`config.mk`:
```
export PLATFORM = sky130hd
export DESIGN_NAME = attr_resolver
export DESIGN_NICKNAME = d
export VERILOG_FILES = /design/src/rtl/attr_pkg.sv /design/src/rtl/attr_cfg_regs.sv /design/src/rtl/attr_win_match.sv /design/src/rtl/attr_prio_sel.sv /design/src/rtl/attr_resolver.sv
export SDC_FILE = /design/constraint.sdc
export NUM_CORES = 1
export LEC_CHECK = 0
export CAP_MARGIN = 40
export CORE_MARGIN = 2
export CORE_UTILIZATION = 46
export CTS_CLUSTER_DIAMETER = 100
export DETAILED_ROUTE_END_ITERATION = 10
export GPL_TIMING_DRIVEN = 0
export PLACE_DENSITY = 0.79
export SLEW_MARGIN = 20
export SYNTH_ARGS = -nofsm -noshare
export SYNTH_HDL_FRONTEND = slang
export SYNTH_HIERARCHICAL = 1
export SYNTH_SLANG_ARGS = --single-unit
```
`constraint.sdc`:
```
create_clock -name clk -period 1.99 [get_ports clk]
set_input_delay 0.2985 -clock clk [delete_from_list [all_inputs] [get_ports clk]]
set_output_delay 0.2985 -clock clk [all_outputs]
set_load 0.02 [all_outputs]
```
`src/rtl/attr_pkg.sv`:
```
package attr_pkg;

   // Attribute bit order within the packed word: [2] wprot, [1] precise, [0] cacheable
   typedef struct packed {
      logic wprot;
      logic precise;
      logic cacheable;
   } attr_t;

   localparam int ATTR_W = $bits(attr_t);

   // Position of the enable bit and field base offsets inside a window word
   localparam int CFG_EN_BIT   = ATTR_W;
   localparam int CFG_MASK_LSB = ATTR_W + 1;

endpackage

```
`src/rtl/attr_cfg_regs.sv`:
```
module attr_cfg_regs
   import attr_pkg::*;
#(
   parameter int NUM_WIN = 2,
   parameter int CMP_W   = 8,
   parameter int SEL_W   = 2,
   parameter int CFG_W   = 2 * CMP_W + ATTR_W + 1
) (
   input  logic                           clk,
   input  logic                           rst_n,
   input  logic                           cfg_we,
   input  logic [SEL_W-1:0]               cfg_sel,
   input  logic [CFG_W-1:0]               cfg_wdata,
   output logic [NUM_WIN-1:0][CMP_W-1:0]  win_base,
   output logic [NUM_WIN-1:0][CMP_W-1:0]  win_mask,
   output logic [NUM_WIN-1:0]             win_en,
   output attr_t [NUM_WIN-1:0]            win_attr,
   output attr_t                          def_attr
);

   localparam int BASE_LSB = CFG_MASK_LSB + CMP_W;

   if (CFG_W != BASE_LSB + CMP_W) begin : g_bad_cfg_w
      $error("attr_cfg_regs: CFG_W does not match the window word layout");
   end

   for (genvar g = 0; g < NUM_WIN; g++) begin : g_win
      logic wr_hit;
      assign wr_hit = cfg_we && (cfg_sel == SEL_W'(g));

      always_ff @(posedge clk or negedge rst_n) begin
         if (!rst_n) begin
            win_base[g] <= '0;
            win_mask[g] <= '0;
            win_en[g]   <= 1'b0;
            win_attr[g] <= '0;
         end else if (wr_hit) begin
            win_base[g] <= cfg_wdata[BASE_LSB +: CMP_W];
            win_mask[g] <= cfg_wdata[CFG_MASK_LSB +: CMP_W];
            win_en[g]   <= cfg_wdata[CFG_EN_BIT];
            win_attr[g] <= attr_t'(cfg_wdata[ATTR_W-1:0]);
         end
      end
   end

   logic def_wr;
   assign def_wr = cfg_we && (cfg_sel == SEL_W'(NUM_WIN));

   always_ff @(posedge clk or negedge rst_n) begin
      if (!rst_n) begin
         def_attr <= '0;
      end else if (def_wr) begin
         def_attr <= attr_t'(cfg_wdata[ATTR_W-1:0]);
      end
   end

endmodule

```
`src/rtl/attr_win_match.sv`:
```
module attr_win_match #(
   parameter int CMP_W = 8
) (
   input  logic [CMP_W-1:0] addr_hi,
   input  logic [CMP_W-1:0] base,
   input  logic [CMP_W-1:0] mask,
   input  logic             en,
   output logic             hit
);

   logic [CMP_W-1:0] diff;

   always_comb begin
      diff = (addr_hi ^ base) & ~mask;
      hit  = en && (diff == '0);
   end

endmodule

```
`src/rtl/attr_prio_sel.sv`:
```
module attr_prio_sel
   import attr_pkg::*;
#(
   parameter int NUM_WIN = 2,
   parameter int SEL_W   = 2
) (
   input  logic [NUM_WIN-1:0]  win_hit,
   input  attr_t [NUM_WIN-1:0] win_attr,
   input  attr_t               def_attr,
   output attr_t               res_attr,
   output logic [SEL_W-1:0]    res_sel
);

   // Scan from the highest window down so the lowest index wins last
   always_comb begin
      res_attr = def_attr;
      res_sel  = '0;
      for (int i = NUM_WIN - 1; i >= 0; i--) begin
         if (win_hit[i]) begin
            res_attr = win_attr[i];
            res_sel  = SEL_W'(i + 1);
         end
      end
   end

endmodule

```
`src/rtl/attr_resolver.sv`:
```
module attr_resolver
   import attr_pkg::*;
#(
   parameter int ADDR_W  = 32,
   parameter int CMP_W   = 8,
   parameter int NUM_WIN = 2,
   parameter bit REG_OUT = 1'b1
) (
   input  logic                           clk,
   input  logic                           rst_n,
   input  logic                           cfg_we,
   input  logic [$clog2(NUM_WIN+1)-1:0]   cfg_sel,
   input  logic [2*CMP_W+ATTR_W:0]        cfg_wdata,
   input  logic                           req_valid,
   input  logic [ADDR_W-1:0]              req_addr,
   input  logic                           req_src,
   input  logic                           req_write,
   output logic                           rsp_valid,
   output logic                           rsp_cacheable,
   output logic                           rsp_precise,
   output logic                           rsp_wprot,
   output logic [$clog2(NUM_WIN+1)-1:0]   rsp_hit_sel,
   output logic                           rsp_src,
   output logic                           rsp_wp_fault
);

   localparam int SEL_W = $clog2(NUM_WIN + 1);
   localparam int CFG_W = 2 * CMP_W + ATTR_W + 1;
   localparam int LO_W  = ADDR_W - CMP_W;

   if (NUM_WIN < 1 || NUM_WIN > 6) begin : g_bad_num_win
      $error("attr_resolver: NUM_WIN must be between 1 and 6");
   end
   if (CMP_W < 1 || CMP_W >= ADDR_W) begin : g_bad_cmp_w
      $error("attr_resolver: CMP_W must be at least 1 and below ADDR_W");
   end

   logic [NUM_WIN-1:0][CMP_W-1:0] win_base;
   logic [NUM_WIN-1:0][CMP_W-1:0] win_mask;
   logic [NUM_WIN-1:0]            win_en;
   attr_t [NUM_WIN-1:0]           win_attr;
   attr_t                         def_attr;
   logic [NUM_WIN-1:0]            win_hit;
   attr_t                         res_attr;
   logic [SEL_W-1:0]              res_sel;
   logic [CMP_W-1:0]              addr_hi;
   logic [LO_W-1:0]               lo_addr_unused;
   logic                          res_fault;

   assign addr_hi        = req_addr[ADDR_W-1 -: CMP_W];
   assign lo_addr_unused = req_addr[LO_W-1:0];

   attr_cfg_regs #(
      .NUM_WIN (NUM_WIN),
      .CMP_W   (CMP_W),
      .SEL_W   (SEL_W),
      .CFG_W   (CFG_W)
   ) u_regs (
      .clk       (clk),
      .rst_n     (rst_n),
      .cfg_we    (cfg_we),
      .cfg_sel   (cfg_sel),
      .cfg_wdata (cfg_wdata),
      .win_base  (win_base),
      .win_mask  (win_mask),
      .win_en    (win_en),
      .win_attr  (win_attr),
      .def_attr  (def_attr)
   );

   for (genvar g = 0; g < NUM_WIN; g++) begin : g_match
      attr_win_match #(
         .CMP_W (CMP_W)
      ) u_match (
         .addr_hi (addr_hi),
         .base    (win_base[g]),
         .mask    (win_mask[g]),
         .en      (win_en[g]),
         .hit     (win_hit[g])
      );
   end

   attr_prio_sel #(
      .NUM_WIN (NUM_WIN),
      .SEL_W   (SEL_W)
   ) u_prio (
      .win_hit  (win_hit),
      .win_attr (win_attr),
      .def_attr (def_attr),
      .res_attr (res_attr),
      .res_sel  (res_sel)
   );

   assign res_fault = req_valid && req_write && res_attr.wprot;

   if (REG_OUT) begin : g_reg_out
      always_ff @(posedge clk or negedge rst_n) begin
         if (!rst_n) begin
            rsp_valid     <= 1'b0;
            rsp_cacheable <= 1'b0;
            rsp_precise   <= 1'b0;
            rsp_wprot     <= 1'b0;
            rsp_hit_sel   <= '0;
            rsp_src       <= 1'b0;
            rsp_wp_fault  <= 1'b0;
         end else begin
            rsp_valid     <= req_valid;
            rsp_cacheable <= req_valid && res_attr.cacheable;
            rsp_precise   <= req_valid && res_attr.precise;
            rsp_wprot     <= req_valid && res_attr.wprot;
            rsp_hit_sel   <= req_valid ? res_sel : '0;
            rsp_src       <= req_valid && req_src;
            rsp_wp_fault  <= res_fault;
         end
      end
   end else begin : g_comb_out
      always_comb begin
         rsp_valid     = req_valid;
         rsp_cacheable = req_valid && res_attr.cacheable;
         rsp_precise   = req_valid && res_attr.precise;
         rsp_wprot     = req_valid && res_attr.wprot;
         rsp_hit_sel   = req_valid ? res_sel : '0;
         rsp_src       = req_valid && req_src;
         rsp_wp_fault  = res_fault;
      end
   end

endmodule

```
== Yosys cells after proc, flatten, opt, wreduce, memory -nomap -nowiden ==
Index checks and enable logic that the tools add are counted.
Word-level totals
  register bits: 51
  input port bits: 60
  word-level logic and storage cells: 49
  output and inout bits: 8
Cells by class
  eq/ne operators: 2
  multiplexer cells: 5
  bitwise logic cells: 6
  reductions and logical operators: 14
Operators with widths (count)
  8-bit bitwise AND: 2
  8-bit logical NOT: 2
  8-bit inverter: 2
  8-bit XOR: 2
  1-bit logical AND: 11
  2-bit 2-to-1 mux: 3
  3-bit 2-to-1 mux: 2
  2-bit by 1-bit equality test with 1-bit output (second input constant): 1
  2-bit equality test (second input constant): 1
  2-bit logical NOT: 1

== Longest topological paths before layout ==
Gate-level depths: netlist (run 1).
  depth after elaboration: 7
  gate-level depth with buffers: 7
  mapped depth without buffers: 7

== Cells and area by module ==
The synthesis (run 1) kept the hierarchy.
Modules (own cells, without submodules)
  attr_cfg_regs: cells each 93, sequential area each 1076.0 um^2, area each 1617.8 um^2, instances 1
  attr_resolver: cells each 15, sequential area each 200.2 um^2, area each 251.5 um^2, instances 1
  attr_win_match: cells each 15, sequential area each 0.0 um^2, area each 113.9 um^2, instances 2
  attr_prio_sel: cells each 11, sequential area each 0.0 um^2, area each 70.1 um^2, instances 1

== Worst setup path after synthesis (run 1) ==
OpenSTA, ideal clock, no wires.
  path kind: register to register
  start point: reg u_regs/win_base[9] (netlist bit)
  end point: reg rsp_precise
  clock period less this slack: 1.791 ns
  slack: 0.199 ns
  path buffers: 0
  required time: 1.870 ns
  data arrival time: 1.671 ns
  cell stages (with the launch flop): 8
  library setup time: 0.120 ns
  cell sequence: dfrtp_1 > xnor2_1 > o22ai_1 > or3_1 > nor3_2 > mux2i_1 > o21ai_1 > and2_2
RTL lines
  from (decl): line attr_cfg_regs.sv:14  | output logic [NUM_WIN-1:0][CMP_W-1:0] win_base,
  from (signal, indexed assignment): line attr_cfg_regs.sv:38  | win_base[g] <= cfg_wdata[BASE_LSB +: CMP_W];
  to (signal assigned): line attr_resolver.sv:109  | rsp_precise <= req_valid && res_attr.precise;
  to (decl): line attr_resolver.sv:20  | output logic rsp_precise,

==> flow_summary.json, run 1 <==
{
  "grt.overflow.total": 0,
  "dr.pass1.iters": 4,
  "grt_pass1_wl_um": 6860,
  "areaGrowthSynthToFinish_pct": 28.4,
  "cts_tree": "done",
  "ir_drop_mv": 0.502,
  "min_path_type": "in2async",
  "grt_use_total_pct": 17.1,
  "drt-total-wl_um": 4080,
  "fmax_mhz": 527,
  "final_hold_viol_count": 0,
  "p_sw_uw": 639,
  "cts-buffers-inserted": 5,
  "synth.area.top_cells": "dfrtp_1 (59%), mux2_2 (22%), xnor2_1 (6.5%), and2_2 (2.1%), buf_4 (1.7%)",
  "final-seq-area_mm2": 0.00128,
  "wl_per_cell_um": 16.1,
  "slew_violations": 0,
  "setup_viol": 0,
  "fillers": 352,
  "synth_top_family_by_area": "multiplexers",
  "relSlewSlack_pct": 73.7,
  "post-dp-hpwl_um": 3050,
  "final_cells": 254,
  "synth-simple-area-share_pct": 6.29,
  "die-area_mm2": 0.00528,
  "rsz0062_at_grt": "true",
  "ys_seq_area_share_pct": 58.9,
  "synth_compound_area_share_pct": 2.89,
  "nNetsFinal": 261,
  "synth_edf_count": 0,
  "crit_family": "simple AND/OR/NAND/NOR gates",
  "dp_cells": 245,
  "yosysTopAreaCell": "dfrtp_1",
  "synthTopCellsByCount": "dfrtp_1 (51), mux2_2 (42), xnor2_1 (16)",
  "chipHeight_um": 72.6,
  "diodes": 0,
  "avgSynthCellArea_um2": 14.5,
  "ys_ff_latch": 51,
  "worstMarginPinSlew_ns": 0.395,
  "cts-root-buf": "clkbuf_8",
  "power_frac_clock_pct": 23.2,
  "synth_fa_ha_area_share_pct": 0,
  "grt_pass1_vias": 1469,
  "setup_tns_ns": 0,
  "path_clk_slew_ns": 0.09,
  "io_pins": 68,
  "grt_max_degree": 37,
  "vias": 1317,
  "critPathMaxStageDelay_ns": 0.41,
  "start_util_pct": 48.8,
  "clockBufferDepth": 2,
  "crit_arrival_ns": 2.09,
  "worst-path-buf-inv": 0,
  "die_x_um": 72.6,
  "multi_input_area_um2": 871,
  "synth_async_sr_flop_share_pct": 100,
  "drv_cap": 0,
  "p_int_mw": 1.79,
  "cts_post_setup_buffers_inserted": 0,
  "synth_area_mm2": 0.00217,
  "core_mm2": 0.00444,
  "required_ns": 2.18,
  "h-tree-depth": 2,
  "cts.sinks": 51,
  "antenna_found_initial": 0,
  "clock_latency_ns": 0.29,
  "post_drt_via_cell_ratio": 5.19,
  "status": "complete, no violations",
  "yosysWarnings": 6,
  "p_total_mw": 2.43,
  "cpMaxStageDelayCell": "or3_4",
  "muxShareOfSynthArea_pct": 23.7,
  "start_kind": "register",
  "synth_cell_types": 18,
  "comb_power_share_pct": 22.4,
  "crit_type": "reg2reg",
  "finalClockSkew_ns": 0.00532,
  "p_seq_share_pct": 54.3,
  "synth_top_cell_area_share_pct": 58.9,
  "drc": 0,
  "synth_xor_area_share_pct": 6.47,
  "timing.hold.ws_ns": 0.449,
  "antenna_left": 0,
  "fin_crit_ns": 1.90,
  "switching_share_pct": 26.3,
  "portBuffers": 43,
  "crit_chain": "xnor2_1 -> o22ai_1 -> or3_4 -> nor3_4 -> mux2i_1 -> o21ai_1 -> and2_2",
  "drive_above_1_share_pct": 33.2,
  "mappedNetlistNets": 209,
  "pwr_density_cell_mw_per_mm2": 873,
  "period_share_pct": 95.4,
  "yosysMostFrequentCell": "dfrtp_1",
  "cp_max_fo": 4,
  "synthCells": 149,
  "end_kind": "register",
  "synth_ff_type": "dfrtp_1",
  "p_leak_nw": 1.15,
  "dr.first_iter.drc_count": 62,
  "finalWeightedCongestion": 0.719,
  "rows": 24
}
[metal layers]
layer  part of all wire (%)  global-route usage [%]
met1                     45                    22.6
met2                     50                    28.5
met3                    5.4                    5.39
met4                   0.20                    2.26
met5                      0                       0
[power by group through the flow]
stage / sequential [mW] / combinational, mW / clock [mW]
floorplan: 1.33 / 0.318 / 0
global placement: 1.32 / 0.514 / 0
detailed placement: 1.34 / 0.537 / 0
CTS: 1.32 / 0.549 / 0.584
global route: 1.34 / 0.595 / 0.639
finish: 1.32 / 0.545 / 0.565
[layout make-up]
type	count	share of cell area [%]
Buffer	5	1.35
Multi-Input combinational cell	93	31.3
Tap cell	52	2.34
Clock inverter	3	0.540
Timing Repair Buffer	45	16.1
Clock buffer	5	2.47
Sequential cell	51	45.9
[logic make-up after synthesis]
logic type / Yosys count
muxes: 46
buffers and inverters: 5
AOI/OAI and AO/OA: 11
xor gates and xnor gates: 16
DFF: 51
and+or+nand+nor: 20
[repair_timing]
action	4_1_cts	5_1_grt
gates cloned	0	0
gates resized for setup	8	1
endpoints found under the setup margin	4	4
endpoints found under the hold margin	15	0
hold buffers	1	0
pin swaps	3	2
[worst reg2reg max path, stage by stage, from the launching register on]
cell,delay (ns)
dfrtp_1,0.39
xnor2_1,0.16
o22ai_1,0.11
or3_4,0.41
nor3_4,0.23
mux2i_1,0.22
o21ai_1,0.09
and2_2,0.18
[sequential cells by signal, summed over array words and instances (netlist names)]
register and cells:
rsp_wp_fault 1, rsp_cacheable 1, u_regs/win_base 16, u_regs/def_attr 3
rsp_precise 1, rsp_valid 1, rsp_src 1, u_regs/win_attr 6
rsp_wprot 1, u_regs/win_en 2, rsp_hit_sel 2, u_regs/win_mask 16
[path summary, 6_finish.rpt]
check	startpoint	end	slack [ns]	cells after the start
max	u_regs/win_base[9]	rsp_wprot	0.09	7
min	rst_n	rsp_src	0.45	2
min reg2reg	u_regs/win_mask[10]	u_regs/win_mask[10]	0.51	1
max reg2reg	u_regs/win_base[9]	rsp_wprot	0.09	7
max in group asynchronous	rst_n	u_regs/win_mask[9]	1.03	3
min in group clk	u_regs/win_mask[10]	u_regs/win_mask[10]	0.51	1
[metrics by stage]
step / utilization (%) / setup WS, ns / instance area [um^2]
final: 62.6 / 0.0922 / 2780
after CTS: 62.5 / 0.000115 / 2780
after floorplan: - / 0.199 / 2170
after detailed placement: 60.2 / -0.459 / 2680
after global routing: 62.6 / -0.00559 / 2780
after global placement: 59.9 / -0.644 / 2660
[cells in the final DEF, fill, tap and decap left out, types with 2 or more instances in the layout]
cell             count
nor3_4               2
xnor2_1             16
o22ai_1              6
clkinv_2             3
mux2_2              42
and2_2               6
o21ai_1              4
nand2_1              3
nand3b_1             2
clkbuf_8             5
dfrtp_1             51
dlygate4sd2_1        5
clkdlybuf4s50_1     37
buf_4                5
nor2_1               2
mux2i_1              3
No activity file was read; power rests on OpenSTA's default activity.
==> run 2: changes to the inputs <==
CTS_BUF_LIST = sky130_fd_sc_hd__clkbuf_4 sky130_fd_sc_hd__clkbuf_8 sky130_fd_sc_hd__clkbuf_16   (was unset)
==> results of run 2 <==
Final layout, timing and power as in run 1 (identical DEF).
